==> src/rtl/freq_lock_cal.sv <==
module freq_lock_cal #(
  parameter int CNT_W   = 16,
  parameter int FINE_W  = 8,
  parameter int RANGE_W = 3,
  parameter int SYNC_N  = 2
) (
  input  logic               clk,
  input  logic               rst,
  input  logic               start,
  input  logic [CNT_W-1:0]   target,
  input  logic               ref_tick,
  output logic [FINE_W-1:0]  fine_code,
  output logic [RANGE_W-1:0] coarse_sel,
  output logic               done
);
  localparam logic [RANGE_W-1:0] CMAX = '1;
  localparam logic [RANGE_W-1:0] CMIN = '0;

  logic [SYNC_N:0]    ref_sh;
  logic               tick_rise;
  logic               running;
  logic [CNT_W-1:0]   cnt, prev, meas;
  logic [FINE_W:0]    fine_up, fine_dn;

  assign tick_rise = ref_sh[SYNC_N-1] & ~ref_sh[SYNC_N];
  assign meas      = cnt - prev;
  assign fine_up   = {1'b0, fine_code} + (FINE_W+1)'(1);
  assign fine_dn   = {1'b0, fine_code} - (FINE_W+1)'(1);

  always_ff @(posedge clk) begin
    if (rst) ref_sh <= '0;
    else     ref_sh <= {ref_sh[SYNC_N-1:0], ref_tick};
  end

  always_ff @(posedge clk) begin
    if (rst) begin
      running    <= 1'b0;
      done       <= 1'b0;
      cnt        <= '0;
      prev       <= '0;
      fine_code  <= '0;
      coarse_sel <= '0;
    end else if (start) begin
      running <= 1'b1;
      done    <= 1'b0;
      cnt     <= '0;
      prev    <= '0;
    end else if (running) begin
      cnt <= cnt + CNT_W'(1);
      if (tick_rise) begin
        prev <= cnt;
        if (meas < target) begin
          fine_code <= fine_up[FINE_W-1:0];
          if (fine_up[FINE_W] && coarse_sel != CMAX)
            coarse_sel <= coarse_sel + RANGE_W'(1);
        end else if (meas > target) begin
          fine_code <= fine_dn[FINE_W-1:0];
          if (fine_dn[FINE_W] && coarse_sel != CMIN)
            coarse_sel <= coarse_sel - RANGE_W'(1);
        end else begin
          done    <= 1'b1;
          running <= 1'b0;
        end
      end
    end
  end
endmodule

==> config.mk <==
export PLATFORM = sky130hd
export DESIGN_NAME = freq_lock_cal
export DESIGN_NICKNAME = d
export VERILOG_FILES = /design/src/rtl/freq_lock_cal.sv
export SDC_FILE = /design/constraint.sdc
export NUM_CORES = 1
export LEC_CHECK = 0
export ABC_AREA = 0
export BUFFER_PORTS_ARGS = -buffer_cell sky130_fd_sc_hd__clkbuf_2
export CAP_MARGIN = 20
export CELL_PAD_IN_SITES_DETAIL_PLACEMENT = 1
export CELL_PAD_IN_SITES_GLOBAL_PLACEMENT = 1
export CORE_ASPECT_RATIO = 0.5
export CORE_UTILIZATION = 45
export CTS_CLUSTER_SIZE = 25
export DETAILED_ROUTE_END_ITERATION = 10
export MAX_ROUTING_LAYER = met4
export PLACE_DENSITY_LB_ADDON = 0.1
export SLEW_MARGIN = 15
export SYNTH_ARGS = -nofsm -noshare
export SYNTH_HDL_FRONTEND = slang
export SYNTH_SLANG_ARGS = --single-unit
==> constraint.sdc <==
create_clock -name clk -period 5 [get_ports clk]
set_input_delay 0.5 -clock clk [delete_from_list [all_inputs] [get_ports clk]]
set_output_delay 0.5 -clock clk [all_outputs]
set_load 0.01 [all_outputs]
==> metrics.md, run 1 <==
| Metric | Value |
|---|---|
| Status | completed |
| Crit Path Class | reg2reg |
| Top FF cell, synth | dfxtp_1 |
| Power Density | 208.6 nW/um2 |
| Vias post-DR | between 3000 and 4000 |
| Final Max Tran Viols | 0 |
| Final WS setup | 0.5863 ns |
| Final GP Congestion | 0.8127 |
| Drt wl/cell | 16.04 um |
| Die Ht | between 60 and 70 um |
| Worst hold-check path type | in2reg |
| Asr flop ratio synth | 0% |
| Yosys cell types | 57 |
| Die width | 124.6 um |
| Max incr delay on CP | 0.60 ns |
| Relative slew slack | roughly 47% |
| Final non-filler cell total | around 540 |
| Worst Reg-to-Reg Cells | 15 |
| Antenna diodes | 0 |
| Postcts setup bufs | 0 |
| Synth top area share | 28.39% |
| I/O pin total | 32 |
| Setup crit start kind | flip-flop |
| CTS HTree Levels | 2 |
| Endpoints failing setup | 0 |
| Static Leakage | 1.567 nW |
| Port bufs | 31 |
| Worst clock skew | 0.006990 ns |
| Worst EP arrival | 4.59 ns |
| Dpl cell area | 3600 um2 |
| Largest area contributor in the netlist | dfxtp_1 |
| # fillers | 888 |
| Crit. End Element | flip-flop |
| Dominant cells by area after synthesis | dfxtp_1, ha_1, nand2_1 |
| DP Wirelength | 6727 um |
| Min Tclk post-route | approximately 4.4 ns |
| Cells along the critical path | ha_1 -> a2111oi_0 -> a211oi_1 -> nand2b_1 -> o311ai_1 -> ha_1 -> a21oi_1 -> nand2_1 -> a221oi_2 -> nand3_2 -> fa_1 -> inv_1 -> nor4_1 -> mux2i_1 -> mux2_1 |
| Largest net degree at the start of global routing | 34 |
| Core box area | 6963 um2 |
| Critical Path RT | 5.18 ns |
| Die area | between 7000 and 8000 um2 |
| Total negative setup slack | 0 ns |
| Post_cts resized | 0 |
| Initial antenna violation count | 0 |
| CTS tree | yes |
| Synth Area per Inst | 8.058 um2 |
| Drt first pass iters | 4 |
| Hold path start | ref_tick |
| Area Growth Syn to Fin | 10.87% |
| Seq cells post-synth | 48 |
| CTS Buf Count | 5 |
| Vias in the first global route | 3132 |
| Post-Place Setup Slack | 0.6536 ns |
| Row count | 21 |
| Grt total ovfl | 0 |
| Worst-path cell with the longest stage delay | a2111oi_0 |
| Post-Syn Instances | 420 |
| Worst-Margin Slew | roughly 0.79 ns |
| First-pass GRT wire length | 14590 um |
| Peak supply drop | between 0.1 and 0.15 mV |
| Clk sink count | 48 |
| GRT Overall Usage | 23.52% |
| Flop-to-flop setup slack | 0.59 ns |
| Layout cell share with drive strength beyond 1 | 12.08% |
| Syn nets | ~480 |
| CTS Buffer Depth | 2 |
| Crit share post-route | 88.27% |
| Hold EP | ref_sh[0] |
| Final Hold Viols | 0 |
| Final instance area | 3752 um2 |
| Unrepaired setup endpoints after global routing | false |
| F_max | 226.6 MHz |
| Clk Tree Root Cell | clkbuf_16 |
| Clk Latency, worst-skew pair | 0.29 ns |
| Crit path top cell by count | ha_1 |
| Hold_ws | roughly 0.44 ns |
| Final Power | a little under 0.8 mW |
| Post-route core utilization | 53.89% |
| CP max FO | 6 |
| Clock transition at path regs | 0.07 ns |
| R2R Path End | coarse_sel[2] |
| Post-synth EDFFs | 0 |
| WL final | 8644 um |
| Routed vias/inst | 5.635 |
| # DRC | 0 |
| Worst hold stages | 2 |
| Most instantiated cells after synthesis | dfxtp_1, nand2_1, nor2_1 |
| Warnings, synthesis | 0 |
| Initial DRC count | 109 |
| Sequential area share after synthesis | 28.39% |
| Cell Area, Synth | 3384 um2 |
| Reg2reg start | cnt[7] |
| Post-route ant nets | 0 |
| MaxCap Viol Count | 0 |
| # placed instances | 531 |
| Initial Util | 48.61% |
| Final-stage net count | 502 |
| CTS Hold Buffers Added | 0 |
==> area by class of cell <==
class	instances	area [um2]	share of cell area (%)
inverters	40	150.1	4.001
repair buffers	32	162.7	4.335
multi-input cells	319	2211	58.92
clock inverters	2	13.76	0.3668
clock buffers	6	138.9	3.701
well taps	92	115.1	3.068
flip-flops and latches	48	960.9	25.61
==> flip-flops by register name, summed over array words and instances, names as in the netlist <==
| name | cells |
|---|---|
| cnt | 16 |
| done | 1 |
| fine_code | 8 |
| running | 1 |
| coarse_sel | 3 |
| prev | 16 |
| ref_sh | 3 |
==> power breakdown <==
part | internal (mW) | switching, mW | total (mW)
sequential | 0.384 | 0.00309 | 0.387
clock | 0.200 | 0.150 | 0.350
combinational | 0.0176 | 0.0273 | 0.0450
==> how the worst max path moves through the flow <==
stage | start | to | slack, ns | depth (start not counted)
finish | cnt[7] | coarse_sel[2] | 0.59 | 15
global route | cnt[7] | coarse_sel[2] | 0.15 | 15
CTS | cnt[7] | coarse_sel[2] | 0.61 | 15
detailed placement | cnt[0] | coarse_sel[2] | 0.65 | 19
global placement | cnt[0] | coarse_sel[2] | 0.83 | 19
floorplan | cnt[0] | coarse_sel[2] | 0.85 | 20
==> cell usage in the layout, fill, tap and decap left out, types with 3 or more instances in the layout <==
cell	count
ha_1	34
nor2_1	42
nand4_1	9
mux2_1	8
a21oi_1	31
o21ai_0	5
nor4_1	6
and3_1	5
xnor2_1	13
o21a_1	4
nand3_1	12
clkbuf_2	31
clkbuf_16	5
xor2_1	14
nor3_1	10
nand2_1	48
dfxtp_1	48
or2_2	3
a31oi_1	5
mux2i_1	7
and4_1	4
inv_1	40
nor2b_1	12
a2111oi_0	3
a21o_1	5
==> critical path: cells and delay by family, from the launching register on <==
family	cells	cell delay (ns)
compound gates	5	1.69
fa+ha+maj	3	1.07
buf+inv	1	0.08
flops	1	0.48
mux	2	0.46
simple gates	4	0.51
==> cell families (layout without fill, tap and decap cells) <==
logic type | after synthesis | after routing | synth area share [%]
fa+ha+maj | 36 | 36 | 13.75
mux | 15 | 15 | 4.732
compound gates | 71 | 71 | 13.86
xor+xnor | 27 | 27 | 6.987
flops | 48 | 48 | 28.39
buf+inv | 53 | 80 | 6.285
simple gates | 170 | 170 | 25.99
==> per-layer routing <==
metal	vias to the layer above	share of wire [%]	global-route usage, %
met3	8	3.0	4.248
met2	47	49	42.68
met1	1465	47	27.73
met5	-	0	-
met4	0	0.50	3.765
li1	1517	-	-
Power figures use the tool's default switching activity.
==> run 2: changes to the inputs <==
--- a/config.mk
+++ b/config.mk
@@ -11,11 +11,13 @@
 export CELL_PAD_IN_SITES_DETAIL_PLACEMENT = 1
 export CELL_PAD_IN_SITES_GLOBAL_PLACEMENT = 1
 export CORE_ASPECT_RATIO = 0.5
+export CORE_MARGIN = 2
 export CORE_UTILIZATION = 45
 export CTS_CLUSTER_SIZE = 25
 export DETAILED_ROUTE_END_ITERATION = 10
 export MAX_ROUTING_LAYER = met4
 export PLACE_DENSITY_LB_ADDON = 0.1
+export REMOVE_ABC_BUFFERS = 1
 export SLEW_MARGIN = 15
 export SYNTH_ARGS = -nofsm -noshare
 export SYNTH_HDL_FRONTEND = slang
==> run 2 against run 1 <==
- wire length is 0.46% higher
- sequential share of layout area is 0.068 points higher
- core utilization fell by 2.6 points
- hold slack better by 0.0021 ns
- first-iteration DRC count increased by 19%
- sequential cell count is the same
- largest cell class unchanged
- largest power group unchanged
- highest routed layer unchanged
==> metrics.md, run 2 (synthesis gave the netlist of run 1 again) <==
| Metric | Value |
|---|---|
| Status | completed |
| Post_cts resized | 0 |
| Worst EP arrival | 4.58 ns |
| Clk Latency, worst-skew pair | 0.29 ns |
| Grt total ovfl | 0 |
| GRT Overall Usage | 22.87% |
| Top Registers | cnt x16, prev x16, fine_code x8 |
| Port bufs | 31 |
| Initial Util | about 46% |
| WL final | roughly 8700 um |
| Unrepaired setup endpoints after global routing | false |
| Layout cell share with drive strength beyond 1 | 11.88% |
| R2R Path End | coarse_sel[2] |
| Critical Path RT | 5.17 ns |
| Total negative setup slack | 0 ns |
| Worst hold-check path type | in2reg |
| Antenna diodes | 0 |
| Final Max Tran Viols | 0 |
| Core box area | 7295 um2 |
| CTS HTree Levels | 2 |
| Area Growth Syn to Fin | 10.57% |
| Row count | 22 |
| CTS Hold Buffers Added | 0 |
| Clock transition at path regs | 0.07 ns |
| Final non-filler cell total | 542 |
| Static Leakage | 1.555 nW |
| Min Tclk post-route | 4.410 ns |
| Drt wl/cell | 16.02 um |
| CTS Buffer Depth | 2 |
| Final-stage net count | 502 |
| Final Hold Viols | 0 |
| Reg2reg start | cnt[0] |
| Clk sink count | 48 |
| Initial DRC count | 130 |
| Vias in the first global route | 3165 |
| MaxCap Viol Count | 0 |
| Flop-to-flop setup slack | approximately 0.6 ns |
| Routed vias/inst | 5.638 |
| Drt first pass iters | 4 |
| Crit. End Element | flip-flop |
| Post-route ant nets | 0 |
| # DRC | 0 |
| F_max | 226.8 MHz |
| # placed instances | 535 |
| Hold EP | ref_sh[0] |
| Postcts setup bufs | 0 |
| Final WS setup | 0.5901 ns |
| DP Wirelength | 6691 um |
| I/O pin total | 32 |
| CP max FO | 5 |
| Hold path start | ref_tick |
| Post-Place Setup Slack | 0.6583 ns |
| # fillers | 913 |
| Initial antenna violation count | 0 |
| Worst-Margin Slew | 0.7927 ns |
| Crit Path Class | reg2reg |
| Relative slew slack | between 40 and 50% |
| Die area | 8273 um2 |
| Clk Tree Root Cell | clkbuf_16 |
| Peak supply drop | 0.1147 mV |
| Largest net degree at the start of global routing | 34 |
| Power Density | 203.7 nW/um2 |
| Worst clock skew | between 0.005 and 0.006 ns |
| Setup crit start kind | flip-flop |
| Worst Reg-to-Reg Cells | 19 |
| Vias post-DR | roughly 3100 |
| First-pass GRT wire length | 14810 um |
| Endpoints failing setup | 0 |
| Die width | 126.6 um |
| CTS tree | yes |
| Crit share post-route | 88.20% |
| Final GP Congestion | 0.8263 |
| Post-route core utilization | 51.30% |
| CTS Buf Count | 5 |
| Most frequent cells in the layout | nand2_1, dfxtp_1, nor2_1 |
| Die Ht | approximately 65 um |
| Worst hold stages | 2 |
run 2: area by class of cell:
cell class	count	area (um2)	area share [%]
clock buffers	5	125.1	3.343
clock inverters	2	12.51	0.3343
inverters	40	150.1	4.012
multi-input cells	319	2211	59.08
flip-flops and latches	48	960.9	25.68
well taps	96	120.1	3.210
repair buffers	32	162.7	4.346
run 2: power by group:
| part | total [mW] | switching (mW) | internal, mW |
|---|---|---|---|
| clock network | 0.330 | 0.148 | 0.182 |
| logic | 0.0451 | 0.0276 | 0.0175 |
| registers | 0.387 | 0.00312 | 0.384 |
| total | 0.762 | 0.179 | 0.584 |
run 2: critical path, stage by stage (launching register included):
cell	delay (ns)
dfxtp_1	0.41
inv_1	0.06
ha_1	0.22
fa_1	0.41
nor2b_1	0.14
o21a_1	0.15
o21ai_1	0.10
a211oi_1	0.28
nand2b_1	0.19
o311ai_1	0.13
ha_1	0.38
a21oi_1	0.17
nand2_1	0.11
a221oi_2	0.37
nand3_2	0.15
fa_1	0.41
inv_1	0.07
nor4_1	0.04
mux2i_1	0.17
mux2_1	0.34
run 2: how the worst max path moves through the flow:
stage | startpoint | end | slack, ns | cells past startpoint
5_1_grt | cnt[5] | coarse_sel[2] | 0.25 | 17
3_3_place_gp | cnt[0] | coarse_sel[2] | 0.83 | 19
4_1_cts | cnt[0] | coarse_sel[2] | 0.61 | 19
2_1_floorplan | cnt[0] | coarse_sel[2] | 0.84 | 19
3_5_place_dp | cnt[0] | coarse_sel[2] | 0.66 | 19
6_report | cnt[0] | coarse_sel[2] | 0.59 | 19
run 2: layer usage:
metal  up-vias  track usage [%]  wire length (um)
met5         -                -                 0
met4         0            5.220                76
met3         7            4.235               235
met2        28            40.91              4310
met1      1502            27.25              4061
li1       1519                -                 -
run 2: stage by stage:
| step | cell area [um2] | hold WS, ns | power, mW |
|---|---|---|---|
| finish | 3742 | 0.4396 | 0.7622 |
| global route | 3742 | 0.4512 | 0.7910 |
| CTS | 3742 | 0.4328 | 0.7698 |
| detailed placement | 3605 | 0.4384 | 0.4412 |
| global placement | 3605 | 0.4239 | 0.4379 |
| floorplan | 3322 | 0.4138 | 0.4209 |
